$ cat src/rtl/cpm_pkg.sv
package cpm_pkg;
  localparam int CTRL_RUN     = 0;
  localparam int CTRL_RST_ALL = 1;
  localparam int CTRL_RST_CYC = 2;
  localparam int CTRL_DIV     = 3;
  localparam int CTRL_W       = 6;
  localparam logic [CTRL_W-1:0] CTRL_KEEP = 6'b111001;

  localparam logic [2:0] A_CTRL  = 3'd0;
  localparam logic [2:0] A_ENSET = 3'd1;
  localparam logic [2:0] A_ENCLR = 3'd2;
  localparam logic [2:0] A_FLAGS = 3'd3;
  localparam logic [2:0] A_COUNT = 3'd4;

  // implemented-bit mask: top bit plus the low slot bits
  function automatic logic [31:0] f_mask(input int slots);
    logic [31:0] m;
    m = 32'h8000_0000;
    for (int i = 0; i < slots; i++) m[i] = 1'b1;
    return m;
  endfunction

  function automatic logic [32:0] f_inc(input logic [31:0] v);
    return {1'b0, v} + 33'd1;
  endfunction

  function automatic logic [31:0] f_w1s_w1c(input logic [31:0] cur,
                                            input logic [31:0] set_v,
                                            input logic [31:0] clr_v,
                                            input logic [31:0] mask);
    return ((cur | set_v) & ~clr_v) & mask;
  endfunction
endpackage

$ cat src/rtl/cpm_prescale.sv
module cpm_prescale #(
  parameter int DIV_LOG2 = 6
) (
  input  logic clk,
  input  logic rst_n,
  input  logic clear,
  input  logic adv,
  input  logic div_on,
  output logic step
);
  logic [DIV_LOG2-1:0] presc_q;
  logic                presc_full;

  assign presc_full = (presc_q == {DIV_LOG2{1'b1}});
  assign step       = adv && (!div_on || presc_full);

  always_ff @(posedge clk) begin
    if (!rst_n || clear) presc_q <= '0;
    else if (adv && div_on) presc_q <= presc_q + 1'b1;
  end

  // the prescaler restarts from zero after a clear
  p_presc_clear_r4: assert property (@(posedge clk) disable iff (!rst_n)
    clear |=> presc_q == '0);
endmodule

$ cat src/rtl/cpm_cycle_cnt.sv
module cpm_cycle_cnt #(
  parameter int CNT_W = 32
) (
  input  logic             clk,
  input  logic             rst_n,
  input  logic             load,
  input  logic [CNT_W-1:0] load_val,
  input  logic             step,
  output logic [CNT_W-1:0] count,
  output logic             wrap_evt
);
  logic [CNT_W:0] inc;

  assign inc      = {1'b0, count} + {{CNT_W{1'b0}}, 1'b1};
  assign wrap_evt = step && !load && inc[CNT_W];

  always_ff @(posedge clk) begin
    if (!rst_n)     count <= '0;
    else if (load)  count <= load_val;
    else if (step)  count <= inc[CNT_W-1:0];
  end

  p_load_r8: assert property (@(posedge clk) disable iff (!rst_n)
    load |=> count == $past(load_val));
  p_step_r3: assert property (@(posedge clk) disable iff (!rst_n)
    (step && !load) |=> count == $past(count) + 1'b1);
  p_hold_r3: assert property (@(posedge clk) disable iff (!rst_n)
    (!step && !load) |=> $stable(count));
  p_wrap_zero_r7: assert property (@(posedge clk) disable iff (!rst_n)
    wrap_evt |=> count == '0);
endmodule

$ cat src/rtl/cpm_regs.sv
module cpm_regs
  import cpm_pkg::*;
#(
  parameter int SLOTS = 4
) (
  input  logic              clk,
  input  logic              rst_n,
  input  logic              wr_ctrl,
  input  logic              wr_enset,
  input  logic              wr_enclr,
  input  logic              wr_flags,
  input  logic [31:0]       wd,
  input  logic              wrap_evt,
  output logic [CTRL_W-1:0] ctrl_q,
  output logic [31:0]       en_q,
  output logic [31:0]       flags_q
);
  localparam logic [31:0] MASK = f_mask(SLOTS);

  logic [31:0] en_set_v, en_clr_v, fl_clr_v, fl_set_v;

  assign en_set_v = wr_enset ? wd : '0;
  assign en_clr_v = wr_enclr ? wd : '0;
  assign fl_clr_v = wr_flags ? wd : '0;
  assign fl_set_v = {wrap_evt, 31'b0};

  always_ff @(posedge clk) begin
    if (!rst_n) begin
      ctrl_q  <= '0;
      en_q    <= '0;
      flags_q <= '0;
    end else begin
      if (wr_ctrl) ctrl_q <= wd[CTRL_W-1:0] & CTRL_KEEP;
      en_q    <= f_w1s_w1c(en_q, en_set_v, en_clr_v, MASK);
      flags_q <= (f_w1s_w1c(flags_q, '0, fl_clr_v, MASK)) | fl_set_v;
    end
  end

  p_flag_set_r7: assert property (@(posedge clk) disable iff (!rst_n)
    wrap_evt |=> flags_q[31]);
  p_flag_clr_r7: assert property (@(posedge clk) disable iff (!rst_n)
    (wr_flags && wd[31] && !wrap_evt) |=> !flags_q[31]);
  p_flag_keep_r7: assert property (@(posedge clk) disable iff (!rst_n)
    (!wr_flags && flags_q[31]) |=> flags_q[31]);
endmodule

$ cat src/rtl/cyc_perf_mon.sv
module cyc_perf_mon
  import cpm_pkg::*;
#(
  parameter int SLOTS    = 4,
  parameter int DIV_LOG2 = 6
) (
  input  logic        clk,
  input  logic        rst_n,
  input  logic [2:0]  addr,
  input  logic        wr_en,
  input  logic [31:0] wr_data,
  output logic [31:0] rd_data,
  input  logic        tick
);
  logic              wr_ctrl, wr_enset, wr_enclr, wr_flags, wr_count;
  logic              cnt_reset, cnt_load, adv, step, wrap_evt;
  logic [31:0]       load_val, count, en_q, flags_q;
  logic [CTRL_W-1:0] ctrl_q;

  assign wr_ctrl  = wr_en && (addr == A_CTRL);
  assign wr_enset = wr_en && (addr == A_ENSET);
  assign wr_enclr = wr_en && (addr == A_ENCLR);
  assign wr_flags = wr_en && (addr == A_FLAGS);
  assign wr_count = wr_en && (addr == A_COUNT);

  assign cnt_reset = wr_ctrl && (wr_data[CTRL_RST_ALL] || wr_data[CTRL_RST_CYC]);
  assign cnt_load  = cnt_reset || wr_count;
  assign load_val  = wr_count ? wr_data : '0;
  assign adv       = tick && ctrl_q[CTRL_RUN] && en_q[31];

  cpm_regs #(.SLOTS(SLOTS)) u_regs (
    .clk(clk), .rst_n(rst_n), .wr_ctrl(wr_ctrl), .wr_enset(wr_enset),
    .wr_enclr(wr_enclr), .wr_flags(wr_flags), .wd(wr_data),
    .wrap_evt(wrap_evt), .ctrl_q(ctrl_q), .en_q(en_q), .flags_q(flags_q)
  );

  cpm_prescale #(.DIV_LOG2(DIV_LOG2)) u_presc (
    .clk(clk), .rst_n(rst_n), .clear(cnt_load), .adv(adv),
    .div_on(ctrl_q[CTRL_DIV]), .step(step)
  );

  cpm_cycle_cnt #(.CNT_W(32)) u_cnt (
    .clk(clk), .rst_n(rst_n), .load(cnt_load), .load_val(load_val),
    .step(step), .count(count), .wrap_evt(wrap_evt)
  );

  always_comb begin
    case (addr)
      A_CTRL:           rd_data = {{(32-CTRL_W){1'b0}}, ctrl_q};
      A_ENSET, A_ENCLR: rd_data = en_q;
      A_FLAGS:          rd_data = flags_q;
      A_COUNT:          rd_data = count;
      default:          rd_data = '0;
    endcase
  end

  // with run or cycle enable low, only a load moves the count
  p_gate_r3: assert property (@(posedge clk) disable iff (!rst_n)
    ((!ctrl_q[CTRL_RUN] || !en_q[31]) && !cnt_load) |=> $stable(count));
  // a reset write zeroes the count regardless of tick
  p_reset_r5: assert property (@(posedge clk) disable iff (!rst_n)
    cnt_reset |=> (count == '0) && (ctrl_q[CTRL_RST_ALL] == 1'b0) && (ctrl_q[CTRL_RST_CYC] == 1'b0));
  // state right after reset
  p_reset_state_r1: assert property (@(posedge clk)
    !rst_n |=> (count == '0) && (en_q == '0) && (flags_q == '0) && (ctrl_q == '0));
endmodule

$ cat config.mk
export PLATFORM = sky130hd
export DESIGN_NAME = cyc_perf_mon
export DESIGN_NICKNAME = d
export VERILOG_FILES = /design/src/rtl/cpm_pkg.sv /design/src/rtl/cpm_prescale.sv /design/src/rtl/cpm_cycle_cnt.sv /design/src/rtl/cpm_regs.sv /design/src/rtl/cyc_perf_mon.sv
export SDC_FILE = /design/constraint.sdc
export NUM_CORES = 1
export LEC_CHECK = 0
export BUFFER_PORTS_ARGS = -buffer_cell sky130_fd_sc_hd__buf_2
export CORE_ASPECT_RATIO = 0.6
export CORE_MARGIN = 5
export CORE_UTILIZATION = 50
export CTS_CLUSTER_SIZE = 12
export DETAILED_ROUTE_END_ITERATION = 7
export GPL_ROUTABILITY_DRIVEN = 0
export PLACE_DENSITY = 0.84
export SYNTH_ARGS = -nofsm -noshare
export SYNTH_HDL_FRONTEND = slang
export SYNTH_SLANG_ARGS = --single-unit
export TNS_END_PERCENT = 100
$ cat constraint.sdc
create_clock -name clk -period 3.4 [get_ports clk]
set_input_delay 0.68 -clock clk [delete_from_list [all_inputs] [get_ports clk]]
set_output_delay 0.68 -clock clk [all_outputs]
set_load 0.01 [all_outputs]
==> summary.md, run 1 <==
| Metric | Value |
|---|---|
| Fin area | approximately 0.0038 mm2 |
| Syn_area_per_cell | 7.64 um2 |
| Drt wl/cell | 18.1 um |
| Max-cap violations | 0 |
| Initial antenna violation count | 0 |
| Area after DPL | 0.00370 mm2 |
| Register area share after synthesis | 0.315 |
| Hold crit path type | reg -> reg |
| Crit Path Class | in -> out |
| R2R Path Start | u_presc.presc_q[0] |
| Yosys top cell area share | 0.315 |
| Clock sink total | 52 |
| Final Hold Fails | 0 |
| Syn. warnings | 0 |
| Min Tclk post-route | 2600 ps |
| Final ANT Viol Nets | 0 |
| Routed wire length | 10400 um |
| Clk_skew | 14.1 ps |
| TritonRoute pass-1 iters | 5 |
| Seq pwr share | 0.550 |
| Endpoint type of the worst setup path | output port |
| Switching Fraction | 0.271 |
| Min-delay src | u_regs.flags_q[1] |
| Synthesized flop and latch total | 52 |
| CTS tree | done |
| Via count | 3707 |
| Area grow syn2layout | 14.8% |
| Comb pwr share | 0.118 |
| Global route total overflow | 0 |
| Vias in the first global route | between 3000 and 4000 |
| PwrDens | 301 mW/mm2 |
| Synthesized instance count | roughly 430 |
| Global routing's busiest layer | met2 |
| Most used DFF post-synth | dfxtp_1 |
| CTS buffer count | 5 |
| First-pass GRT wire length | 16600 um |
| Most instantiated cells after synthesis | a21oi_1, dfxtp_1, nand2_1 |
| Share of cells above drive strength 1 | 0.204 |
| Pin slew with the least headroom to its limit | around 1100 ps |
| Hold_buf cts | 0 |
| Final #Nets | approximately 530 |
| Met1 GRT Util | 0.347 |
| Core box area | 0.00625 mm2 |
| # port buffers | 70 |
| Die width | 115 um |
| Die span in y | 72.9 um |
| P_sw | ~300 uW |
| M2 GR Usage | 0.369 |
| Count of pins over their slew limit | 0 |
| Count leader, synth | a21oi_1 |
| Fillers | 578 |
| Worst skew pair latency | 320 ps |
| Clock Pin Slew Worst Setup and Hold Paths | 90 ps |
| Asr flop ratio synth | 0 |
| Ant diodes | 0 |
| Count of final setup violators | 0 |
| Maximum number of pins on one net before global-route repair | 40 |
| Tcrit/Tclk final | 0.764 |
| Post-cts sizing count | 0 |
| Leakage | between 1.5 and 2 nW |
| CP max FO | 39 |
| Gr usage total | 0.243 |
| Synth area leaders | dfxtp_1, a21oi_1, and3_1 |
| Biggest area consumer among synthesized cells | dfxtp_1 |
| Mapped Nets | 473 |
| GR Util met3 | 0.0505 |
| First DRT Iteration DRCs | 526 |
| Post-DP HPWL | 7400 um |
| Postcts setup bufs | 0 |
| Root Buffer Master | clkbuf_8 |
| CP arrival | 1920 ps |
| Post-synth cell types | 59 |
| Pint | 831 uW |
| Worst Setup Start Kind | primary input |
| Effective utilization at floorplan | 0.528 |
| Fmax | 0.385 GHz |
| EDFF count, synth | 0 |
| Crit path from | addr[2] |
| Rows | 22 |
| Ports | 71 |
| DR vias/cell | 6.47 |
| WP data required | 2720 ps |
| Slew margin rel. | 0.260 |
| Die area | 0.00838 mm2 |
| Setup TNS Final | 0 ps |
| RSZ-0062 raised after global routing | no |
| Clk buf depth | 2 |
| Clock power frac | 0.332 |
| Status | finished, final reports clean |
| DRC errors left | 0 |
| Htree depth | 2 |
| Worst VDD drop | 0.153 mV |
| Cell Area, Synth | 0.00330 mm2 |
path summary, 6_finish.rpt:
path,to,cells after the start,slack [ps]
hold / removal,u_regs.flags_q[1],2,440
setup / recovery,rd_data[3],5,800
hold reg to reg,u_regs.flags_q[1],2,440
setup reg to reg,u_cnt.count[24],7,1150
area by class of cell:
type / instances / area [um2] / share of cell area
timing repair buffer: 79 / 418 / 0.110
multi-input combinational: 348 / 2120 / 0.561
clock inverter: 1 / 7.51 / 0.00198
sequential: 52 / 1040 / 0.275
clock buffer: 7 / 86.3 / 0.0228
tap: 84 / 105 / 0.0277
inverter: 2 / 7.51 / 0.00198
metal layers:
metal  share of wire  up-vias  wire (um)
met1            0.45     1714       4720
li1                -     1755          -
met4           0.014        0        146
met3            0.10       29       1050
met2            0.43      209       4460
met5               0        -          0
sequential cells by signal, summed over array words and instances (netlist names):
| register | flops |
|---|---|
| u_cnt.count | 32 |
| u_presc.presc_q | 6 |
| u_regs.en_q | 5 |
| u_regs.flags_q | 5 |
| u_regs.ctrl_q | 4 |
critical path, stage by stage:
cell and delay (ps):
buf_2 490, and2_1 320, nand2_1 90, o21ai_0 130
buf_2 190
cells by family (layout without fill, tap and decap cells):
logic type | Yosys count | in the layout | synth area share
compound gates | 134 | 134 | 0.261
xor+xnor | 5 | 5 | 0.0133
fa+ha+maj | 2 | 2 | 0.00758
buf+inv | 32 | 89 | 0.0409
flops | 52 | 52 | 0.315
mux | 16 | 16 | 0.0504
simple gates | 191 | 191 | 0.312
stage by stage:
| step | hold slack (ps) | utilization | power, mW | setup WS [ps] | std cells |
|---|---|---|---|---|---|
| floorplan | 409 | - | 0.715 | 1100 | 432 |
| finish | 436 | 0.607 | 1.14 | 801 | 573 |
| global route | 458 | 0.607 | 1.19 | 761 | 573 |
| CTS | 439 | 0.607 | 1.14 | 858 | 573 |
| detailed placement | 422 | 0.592 | 0.771 | 712 | 565 |
| global placement | 424 | 0.592 | 0.765 | 846 | 565 |
power by group through the flow:
stage / registers [mW] / logic [mW] / clock network [mW]
after detailed placement: 0.640 / 0.131 / 0
after CTS: 0.626 / 0.131 / 0.384
after global routing: 0.628 / 0.147 / 0.414
final: 0.626 / 0.134 / 0.379
after global placement: 0.639 / 0.125 / 0
after floorplan: 0.637 / 0.0782 / 0
cells in the final DEF (no fill, tap or decap), drive strengths merged, types with 3 or more instances in the layout:
master	netlist	layout
nor2	39	39
nand2	44	44
a22oi	6	6
a32oi	4	4
a31oi	10	10
dfxtp	52	52
a21oi	58	58
xor2	3	3
and3	34	34
and4	6	6
clkbuf	18	7
buf	12	79
nor3	19	19
mux2	5	5
a21o	4	4
o21ai	15	15
nor3b	4	4
nand4	16	16
nor4	3	3
o31ai	3	3
and2	6	6
a32o	3	3
mux2i	11	11
nand3	14	14
a22o	3	3
a221oi	4	4
(Power assumes the default switching activity.)
==> run 2, diff against run 1 <==
==> constraint.sdc (replaced) <==
create_clock -name clk -period 2.4 [get_ports clk]
set_input_delay 0.48 -clock clk [delete_from_list [all_inputs] [get_ports clk]]
set_output_delay 0.48 -clock clk [all_outputs]
set_load 0.01 [all_outputs]
==> summary.md, run 2 (synthesis results as in run 1) <==
| Metric | Value |
|---|---|
| Post-DP HPWL | 7480 um (+1.1%) |
| Final ANT Viol Nets | 0 (unchanged) |
| Slew margin rel. | 0.541 (+0.280) |
| Effective utilization at floorplan | 0.528 (unchanged) |
| CTS tree | done |
| Ant diodes | 0 (unchanged) |
| Count of pins over their slew limit | 0 (unchanged) |
| Pin slew with the least headroom to its limit | 687 ps (-421 ps) |
| Max-cap violations | 0 (unchanged) |
| Drt wl/cell | 17.5 um (-3.1%) |
| WP data required | 2620 ps (-100 ps) |
| Area grow syn2layout | 18.1% |
| Largest register FFs | 32 (unchanged) |
| Root Buffer Master | clkbuf_8 |
| Clk buf depth | 2 (unchanged) |
| Global route total overflow | 0 (unchanged) |
| Hold crit path type | in -> reg |
| Via count | 3781 (+2.0%) |
| CP max FO | 7 (-82%) |
| Clock sink total | 52 (unchanged) |
| Top flop regs | u_cnt.count (32), u_presc.presc_q (6) |
| Commonest non-fill, non-tap cells in the layout | buf_2, a21oi_1, dfxtp_1 |
| Core box area | 0.00625 mm2 (unchanged) |
| PnR worst setup slack | 300 ps (-501 ps) |
| Final #Nets | 539 (+1.9%) |
| Post-cts sizing count | 0 (unchanged) |
| First-pass GRT wire length | 16800 um (+0.87%) |
| Critical-path top delay cell | dfxtp_1 |
| Non-filler cells, final | 583 (+1.7%) |
| Gr usage total | 0.245 (+0.00275) |
| CTS buffer count | 5 (unchanged) |
| Endpoint type of the worst setup path | register |
| # port buffers | 70 (unchanged) |
| Worst Setup Start Kind | register |
| Clock Pin Slew Worst Setup and Hold Paths | 100 ps (about the same) |
| Htree depth | 2 (unchanged) |
| Ports | 71 (unchanged) |
| Setup slack, reg-to-reg | 300 ps (-850 ps) |
| Commonest non-fill, non-tap cell in the layout | buf_2 |
| Leakage | 1.63 nW (+4.4%) |
| PwrDens | 448 mW/mm2 (+49%) |
| Placed Cells | 575 (+1.8%) |
| Crit-path leading delay family | simple AND/OR/NAND/NOR gates |
| Fmax | 0.476 GHz |
| Initial antenna violation count | 0 (unchanged) |
| Die span in y | 72.9 um (unchanged) |
| DR vias/cell | 6.49 (+0.25%) |
| Share of cells above drive strength 1 | 0.222 (+0.0179) |
| Delay of the slowest critical-path stage | 470 ps (-20 ps) |
| CP cell instances | ha_1 -> and3_1 -> nand4_1 -> nor3_1 -> nand4_1 -> a221oi_1 |
| RSZ-0062 raised after global routing | no |
| Vias in the first global route | 3451 (-0.60%) |
| DRC errors left | 0 (unchanged) |
| Buf/Inv on CP | 0 (-2) |
| Setup TNS Final | 0 ps (unchanged) |
| Place WS | 354 ps (-358 ps) |
| Postcts setup bufs | 0 (unchanged) |
| Final Hold Fails | 0 (unchanged) |
| Tcrit/Tclk final | 0.875 |
| CP arrival | 2320 ps (+400 ps) |
| Worst VDD drop | 0.311 mV (+100%) |
| Die width | 115 um (unchanged) |
| Min Tclk post-route | around 2100 ps |
| Maximum number of pins on one net before global-route repair | 29 (-28%) |
| Die area | 0.00838 mm2 (unchanged) |
| Worst skew pair latency | 310 ps (about the same) |
| Status | finished, final reports clean |
| Routed wire length | 10200 um (-1.4%) |
| First DRT Iteration DRCs | 470 (-11%) |
| TritonRoute pass-1 iters | 5 (unchanged) |
| Worst hold margin | 404 ps (-32.5 ps) |
| CP most frequent cell | nand4_1 |
| Largest reg by FF count | u_cnt.count |
| Rows | 22 (unchanged) |
| Crit Path Class | reg -> reg |
| Count of final setup violators | 0 (unchanged) |
| Clk_skew | 10.5 ps (-3.56 ps) |
| Hold_buf cts | 0 (unchanged) |
-- run 2: cell count changes in the layout (fill, tap and decap cells not counted) --
cell	previous run	this run
clkinvlp_4	1	0
bufinv_16	0	1
clkbuf_8	6	7
clkbuf_1	1	0
buf_4	9	19
-- run 2: per-layer routing --
| layer | global-route usage | vias to the layer above | part of all wire |
|---|---|---|---|
| met5 | 0 | - | 0 |
| met4 | 0.0742 | 0 | 0.016 |
| met3 | 0.0514 | 26 | 0.11 |
| met2 | 0.365 | 220 | 0.43 |
| met1 | 0.356 | 1762 | 0.45 |
| li1 | - | 1773 | - |
-- run 2: worst paths after layout --
kind / from / to / depth (start not counted)
min reg2reg: u_regs.flags_q[2] / u_regs.flags_q[2] / 2
min: wr_data[15] / u_cnt.count[15] / 3
max: u_cnt.count[0] / u_cnt.count[28] / 6
max reg2reg: u_cnt.count[0] / u_cnt.count[28] / 6
-- run 2: worst register-to-register path, delay by kind of cell (launching register included) --
family | cells | cell delay (ps)
flops | 1 | 470
simple gates | 4 | 970
compound gates | 1 | 300
fa+ha+maj | 1 | 270
-- run 2: power breakdown --
group	internal, mW	switching (mW)	total (mW)
clock network	0.368	0.293	0.662
logic	0.0738	0.122	0.196
registers	0.873	0.0136	0.886
total	1.31	0.430	1.74
-- run 2: stage by stage --
stage | utilization | area, um2 | total power [mW]
6_report | 0.624 | 3900 | 1.74
5_1_grt | 0.624 | 3900 | 1.81
2_1_floorplan | - | 3300 | 1.01
3_5_place_dp | 0.604 | 3770 | 1.10
3_3_place_gp | 0.604 | 3770 | 1.09
4_1_cts | 0.624 | 3900 | 1.74
-- run 2: area by class of cell --
class,count,area [um2]
inverter,2,7.51
clock buffer,7,96.3
clock inverter,1,30.0
multi-input combinational,348,2120
tap,84,105
timing repair buffer,89,493
sequential,52,1040
fill,558,2350
